`src/rtl/pwmt_pkg.sv`:
```
package pwmt_pkg;
  // register word addresses
  localparam int unsigned REG_IRQ        = 0;
  localparam int unsigned REG_CTRL       = 1;
  localparam int unsigned REG_PRESCALE   = 2;
  localparam int unsigned REG_LATCH      = 3;
  localparam int unsigned REG_MATCH_BASE = 4;
  // control bit positions
  localparam int unsigned CTRL_EN_BIT  = 0;
  localparam int unsigned CTRL_RST_BIT = 1;
  localparam int unsigned CTRL_PWM_BIT = 3;

  typedef struct packed {
    logic pwm;
    logic rst;
    logic en;
  } ctrl_t;
endpackage

```
`src/rtl/pwmt_prescaler.sv`:
```
module pwmt_prescaler #(
  parameter int unsigned PS_W = 32
) (
  input  logic            clk,
  input  logic            rst_n,
  input  logic            run,
  input  logic            clr,
  input  logic [PS_W-1:0] limit,
  output logic            tick
);
  logic [PS_W-1:0] pc_q;
  logic            wrap;

  assign wrap = (pc_q >= limit);
  assign tick = run && wrap;

  always_ff @(posedge clk or negedge rst_n) begin
    if (!rst_n) begin
      pc_q <= '0;
    end else if (clr) begin
      pc_q <= '0;
    end else if (run) begin
      pc_q <= wrap ? '0 : pc_q + PS_W'(1);
    end
  end
endmodule

```
`src/rtl/pwmt_match_bank.sv`:
```
module pwmt_match_bank
  import pwmt_pkg::*;
#(
  parameter int unsigned NUM_CH = 7,
  parameter int unsigned CNT_W  = 32,
  parameter int unsigned ADDR_W = 4
) (
  input  logic              clk,
  input  logic              rst_n,
  input  logic              pwm_mode,
  input  logic              wr_en,
  input  logic [ADDR_W-1:0] wr_addr,
  input  logic [31:0]       wr_data,
  input  logic [CNT_W-1:0]  count,
  input  logic              tick,
  output logic [NUM_CH-1:0] match_evt,
  output logic              period_evt,
  output logic [NUM_CH-1:0] latch_en
);
  logic [NUM_CH-1:0] le_q;
  logic              latch_wr;
  logic [NUM_CH-1:0] le_keep;
  logic [NUM_CH-1:0] le_set;

  assign latch_wr   = wr_en && (wr_addr == ADDR_W'(REG_LATCH));
  assign period_evt = pwm_mode && match_evt[0];
  assign le_keep    = period_evt ? '0 : le_q;
  assign le_set     = latch_wr ? wr_data[NUM_CH-1:0] : '0;
  assign latch_en   = le_q;

  always_ff @(posedge clk or negedge rst_n) begin
    if (!rst_n) le_q <= '0;
    else        le_q <= le_keep | le_set;
  end

  for (genvar n = 0; n < NUM_CH; n++) begin : g_ch
    logic [CNT_W-1:0] shadow_q;
    logic [CNT_W-1:0] active_q;
    logic             sel;

    assign sel          = wr_en && (wr_addr == ADDR_W'(REG_MATCH_BASE + n));
    assign match_evt[n] = tick && (count == active_q);

    always_ff @(posedge clk or negedge rst_n) begin
      if (!rst_n) begin
        shadow_q <= '0;
        active_q <= '0;
      end else begin
        if (sel) shadow_q <= wr_data[CNT_W-1:0];
        if (!pwm_mode && sel)          active_q <= wr_data[CNT_W-1:0];
        else if (period_evt && le_q[n]) active_q <= shadow_q;
      end
    end
  end
endmodule

```
`src/rtl/pwmt_out_stage.sv`:
```
module pwmt_out_stage #(
  parameter int unsigned NUM_OUT = 6
) (
  input  logic               clk,
  input  logic               rst_n,
  input  logic               pwm_mode,
  input  logic               hold_high,
  input  logic               period_evt,
  input  logic [NUM_OUT-1:0] clr_evt,
  output logic [NUM_OUT-1:0] pwm_out
);
  for (genvar i = 0; i < NUM_OUT; i++) begin : g_out
    logic out_q;
    always_ff @(posedge clk or negedge rst_n) begin
      if (!rst_n)                       out_q <= 1'b0;
      else if (!pwm_mode)               out_q <= 1'b0;
      else if (hold_high || period_evt) out_q <= 1'b1;
      else if (clr_evt[i])              out_q <= 1'b0;
    end
    assign pwm_out[i] = out_q;
  end
endmodule

```
`src/rtl/pwmt_timer.sv`:
```
module pwmt_timer
  import pwmt_pkg::*;
#(
  parameter int unsigned NUM_CH = 7,
  parameter int unsigned CNT_W  = 32,
  parameter int unsigned PS_W   = 32,
  parameter int unsigned ADDR_W = 4
) (
  input  logic              clk,
  input  logic              rst_n,
  input  logic              wr_en,
  input  logic [ADDR_W-1:0] wr_addr,
  input  logic [31:0]       wr_data,
  output logic [CNT_W-1:0]  count,
  output logic [NUM_CH-2:0] pwm_out,
  output logic [NUM_CH-1:0] irq_flags
);
  localparam int unsigned NUM_OUT = NUM_CH - 1;

  ctrl_t             ctrl_q;
  logic [PS_W-1:0]   presc_q;
  logic [CNT_W-1:0]  cnt_q;
  logic [CNT_W-1:0]  cnt_rst_val;
  logic [NUM_CH-1:0] flags_q;
  logic [NUM_CH-1:0] flag_clr;
  logic [NUM_CH-1:0] match_evt;
  logic [NUM_CH-1:0] latch_en;
  logic              period_evt;
  logic              tick;
  logic              run;
  logic              ctrl_wr;

  assign ctrl_wr     = wr_en && (wr_addr == ADDR_W'(REG_CTRL));
  assign run         = ctrl_q.en && !ctrl_q.rst;
  assign cnt_rst_val = ctrl_q.pwm ? CNT_W'(1) : '0;
  assign flag_clr    = (wr_en && (wr_addr == ADDR_W'(REG_IRQ))) ? wr_data[NUM_CH-1:0] : '0;

  always_ff @(posedge clk or negedge rst_n) begin
    if (!rst_n) begin
      ctrl_q  <= '0;
      presc_q <= '0;
    end else begin
      if (ctrl_wr) begin
        ctrl_q.en  <= wr_data[CTRL_EN_BIT];
        ctrl_q.rst <= wr_data[CTRL_RST_BIT];
        ctrl_q.pwm <= wr_data[CTRL_PWM_BIT];
      end
      if (wr_en && (wr_addr == ADDR_W'(REG_PRESCALE))) presc_q <= wr_data[PS_W-1:0];
    end
  end

  pwmt_prescaler #(.PS_W(PS_W)) u_presc (
    .clk   (clk),
    .rst_n (rst_n),
    .run   (run),
    .clr   (ctrl_q.rst),
    .limit (presc_q),
    .tick  (tick)
  );

  always_ff @(posedge clk or negedge rst_n) begin
    if (!rst_n)          cnt_q <= '0;
    else if (ctrl_q.rst) cnt_q <= cnt_rst_val;
    else if (tick)       cnt_q <= period_evt ? CNT_W'(1) : cnt_q + CNT_W'(1);
  end

  pwmt_match_bank #(.NUM_CH(NUM_CH), .CNT_W(CNT_W), .ADDR_W(ADDR_W)) u_bank (
    .clk        (clk),
    .rst_n      (rst_n),
    .pwm_mode   (ctrl_q.pwm),
    .wr_en      (wr_en),
    .wr_addr    (wr_addr),
    .wr_data    (wr_data),
    .count      (cnt_q),
    .tick       (tick),
    .match_evt  (match_evt),
    .period_evt (period_evt),
    .latch_en   (latch_en)
  );

  always_ff @(posedge clk or negedge rst_n) begin
    if (!rst_n) flags_q <= '0;
    else        flags_q <= (flags_q & ~flag_clr) | match_evt;
  end

  pwmt_out_stage #(.NUM_OUT(NUM_OUT)) u_out (
    .clk        (clk),
    .rst_n      (rst_n),
    .pwm_mode   (ctrl_q.pwm),
    .hold_high  (ctrl_q.rst),
    .period_evt (period_evt),
    .clr_evt    (match_evt[NUM_CH-1:1]),
    .pwm_out    (pwm_out)
  );

  assign count     = cnt_q;
  assign irq_flags = flags_q;
endmodule

```
`config.mk`:
```
export PLATFORM = sky130hd
export DESIGN_NAME = pwmt_timer
export DESIGN_NICKNAME = d
export VERILOG_FILES = /design/src/rtl/pwmt_pkg.sv /design/src/rtl/pwmt_prescaler.sv /design/src/rtl/pwmt_match_bank.sv /design/src/rtl/pwmt_out_stage.sv /design/src/rtl/pwmt_timer.sv
export SDC_FILE = /design/constraint.sdc
export NUM_CORES = 1
export LEC_CHECK = 0
export BUFFER_PORTS_ARGS = -buffer_cell sky130_fd_sc_hd__buf_2
export CORE_MARGIN = 2
export CORE_UTILIZATION = 40
export CTS_CLUSTER_SIZE = 16
export DETAILED_ROUTE_END_ITERATION = 8
export GPL_TIMING_DRIVEN = 0
export SYNTH_ARGS = -nofsm -noshare
export SYNTH_HDL_FRONTEND = slang
export SYNTH_SLANG_ARGS = --single-unit
```
`constraint.sdc`:
```
create_clock -name clk -period 3.46 [get_ports clk]
set_input_delay 0.346 -clock clk [delete_from_list [all_inputs] [get_ports clk]]
set_output_delay 0.346 -clock clk [all_outputs]
set_load 0.02 [all_outputs]
```
==> run_results.csv <==
group,metric,value,unit
route,viasPerCell,5.61,
logic_synthesis,synth-compound-area-share,7.83,%
run_status,status,"complete, no violations",
clock_network,clock-sinks,567,
clock_network,cts_tree,"built",
route,vias,20300,
logic_synthesis,yosys.area_share.adder,1.52,%
worst_setup_path,cp-startpoint,"u_presc.pc_q[10]",
logic_synthesis,syn_nets,2551,
power,power.internal,14.2,mW
sta,slew_violations,0,
floorplanning,num_io_pins,84,
power,switching_power,5.82,mW
floorplanning,core,0.0689,sq mm
floorplanning,die_w,269,microns
floorplanning,num_rows,96,
global_route,overflow,0,
final_layout,drive_gt1_share,21.8,%
final_layout,syn_to_final_growth,14.5,%
clock_network,cts.clk_slew.worst_paths,60,ps
clock_network,clockBufferDepth,3,
final_layout,stdcell_area,0.0320,sq mm
logic_synthesis,yosys.area_share.simple,8.90,%
floorplanning,dieArea,0.0721,sq mm
global_route,grt_pass1_vias,20800,
place,place.port_buffers,79,
sta,worst_slew_margin_rel,9.84,%
power,ir_drop,0.000418,V
sta,hold_viol,0,
power,p_comb_share,19.0,%
route,ant_nets,0,
hold_path,hp-start,"wr_data[13]",
logic_synthesis,synth_edf_count,0,
global_route,grt_max_degree,117,
place,place_ws,-457,ps
sta,fin_crit,3330,ps
global_route,track_usage,25.1,%
worst_setup_path,path_class,"flip-flop to flip-flop",
sta,whs,51.9,ps
floorplanning,die-height,269,microns
route,wire_per_inst,24.8,microns
logic_synthesis,synth_seq_cells,567,
sta,finalSetupViolCount,0,
sta,timing.final.ws_setup,131,ps
logic_synthesis,synthCells,2478,
sta,fin_skew,24.4,ps
power,leakagePower,14.1,nW
job,cap_violations,0,
logic_synthesis,synth-seq-area-share,50.7,%
worst_setup_path,arrival,3870,ps
place,hpwl,67.8,mm
power,swShare,29.1,%
logic_synthesis,ys.flop_type,"dfrtp_1",
worst_setup_path,cp.required,4000,ps
logic_synthesis,synth_top_family_by_area,"multiplexers",
worst_setup_path,crit_fanout,10,
route,drc_errors,0,
logic_synthesis,synth-xor-area-share,7.17,%
route,drt_iter0_drc,1796,
floorplanning,start_util,40.6,%
logic_synthesis,synth_warnings,0,
logic_synthesis,async_reset_ff_share,100,%
logic_synthesis,synth_mux_area_share,19.6,%
power,p_clk_share,35.2,%
logic_synthesis,syn_area,0.0280,sq mm
logic_synthesis,ys_types,60,
worst_setup_path,cp-end-kind,"flip-flop",
sta,tightest_slew,1340,ps
sta,rsz0062_at_grt,"false",
final_layout,final_nets,2705,
place,postPlaceCellArea,0.0297,sq mm
sta,final.setup.tns,0,ps
sta,fmax,300,MHz
place,place_congestion,0.902,
clock_network,cts_max_level,2,
power,power.density,624,mW/mm^2
route,totalWireLength,89.8,mm
clock_network,cts_root_buf,"clkbuf_16",
power,p_seq_share,45.9,%
global_route,grt_pass1_wl,134,mm
global_route,antenna_found_initial,3,
worst_setup_path,startpoint_type,"flip-flop",
route,firstDrtPassIters,5,
clock_network,cts_made_buffers,61,
logic_synthesis,syn_avg_cell_area,11.3,sq um
sta,post-route-period-util,96.2,%
worst_setup_path,r2r_start,"u_presc.pc_q[10]",
hold_path,hold_class,"input port to flip-flop",
clock_network,clk_latency,650,ps
Yosys cell counts, types with 11 or more instances:
library cell	instances	area [sq um]
nor2_1	38	143
dfrtp_1	567	14200
a21oi_1	58	290
a31oi_1	13	81.3
o21ai_0	116	581
buf_1	16	60.1
buf_4	15	113
and3_1	11	68.8
or3_1	26	163
clkbuf_1	120	450
nor3_1	21	105
ha_1	34	425
nand2_1	219	822
nand4_1	74	463
mux2_2	301	3390
nand3_1	63	315
mux2i_1	208	2080
nor4_1	17	106
buf_2	32	160
o21ai_1	129	646
xnor2_1	225	1970
inv_1	47	176
power by group through the flow:
stage / Combinational [mW] / Clock (mW) / Sequential, mW
final: 3.79 / 7.03 / 9.17
after global routing: 4.14 / 7.42 / 9.32
after CTS: 3.78 / 7.14 / 9.15
after detailed placement: 3.74 / 0 / 9.26
after global placement: 3.59 / 0 / 9.20
after floorplan: 2.60 / 0 / 8.92
area by class of cell:
class,instances,area [sq um]
Antenna cell,3,7.51
Buffer,199,1040
Clock buffer,87,1820
Clock inverter,24,352
Fill cell,6395,36900
Inverter,47,176
Multi-Input combinational cell,1665,12700
Sequential cell,567,14200
Tap cell,931,1160
Timing Repair Buffer,91,598
kinds of logic (layout without fill, tap and decap cells):
kind of cell,count (synthesis),in the layout
adder cells (fa/ha/maj),34,34
AO/OA/AOI/OAI,381,381
multiplexers,509,509
AND/OR/NAND/NOR,512,512
other,0,3
flip-flops,567,567
buffers and inverters,246,448
XOR/XNOR,229,229
registers in the layout, summed over array words and instances (netlist names):
name	count
u_bank.latch_en	7
irq_flags	7
presc_q	32
u_out.g_out.out_q	6
u_bank.g_ch.active_q	224
u_bank.g_ch.shadow_q	224
count	32
u_presc.pc_q	32
ctrl_q	3
per-layer routing:
metal  vias up  global-route usage [%]  routed length [microns]
met5         -                       0                        0
met4         0                    12.1                     4760
met3       199                    2.92                     4140
met2       634                    41.4                    42600
met1     10400                    33.1                    38300
li1       9018                       -                        -
worst max-delay path, cell delays in order (launching register included):
cell and delay [ps]:
dfrtp_1 500, ha_1 280, and2_1 170, a221o_1 290
a21o_1 200, o31a_1 300, buf_2 220, o2111ai_4 400
buf_2 310, buf_4 220, o21ai_0 100, a21oi_1 230
final timing paths:
path                       slack (ps)  cells past startpoint                     endpoint
setup / recovery                  130                     11                    count[15]
hold / removal                     50                      2  u_bank.g_ch[6].shadow_q[13]
setup reg to reg                  130                     11                    count[15]
hold reg to reg                   470                      2                 irq_flags[2]
max in group asynchronous        1370                      5   u_bank.g_ch[6].shadow_q[9]
min in group asynchronous         160                      2                  presc_q[24]
cells in the final DEF, fill, tap and decap left out, drive strengths merged, types with 4 or more instances in the layout:
cell / n
or2: 7
or4: 7
dfrtp: 567
inv: 48
o21ai: 246
xnor2: 225
nand2b: 5
a22o: 8
and3: 11
xor2: 4
mux2: 301
nor3: 21
or3: 26
o31ai: 8
a31oi: 13
o211ai: 16
mux2i: 208
clkbuf: 209
nor2: 39
buf: 167
ha: 34
nor4: 17
nand4: 74
and4: 9
a21boi: 8
clkinv: 13
nor2b: 4
a21oi: 58
and2: 7
bufinv: 8
nand2: 219
nand3: 63
metrics by stage:
stage | instances | util [%] | power [mW]
2_1_floorplan | 2478 | - | 11.5
3_3_place_gp | 3488 | 42.9 | 12.8
3_5_place_dp | 3495 | 43.1 | 13.0
4_1_cts | 3609 | 46.4 | 20.1
5_1_grt | 3612 | 46.4 | 20.9
6_report | 3614 | 46.5 | 20.0
timing repair:
action | 4_1_cts | 5_1_grt
endpoints found under the hold margin | 49 | 0
endpoints found under the setup margin | 228 | 35
gates cloned | 0 | 0
resized for setup | 9 | 8
pin swaps | 2 | 3
setup buffers | 2 | 2
hold buffers | 1 | 0
(Power assumes the default switching activity.)
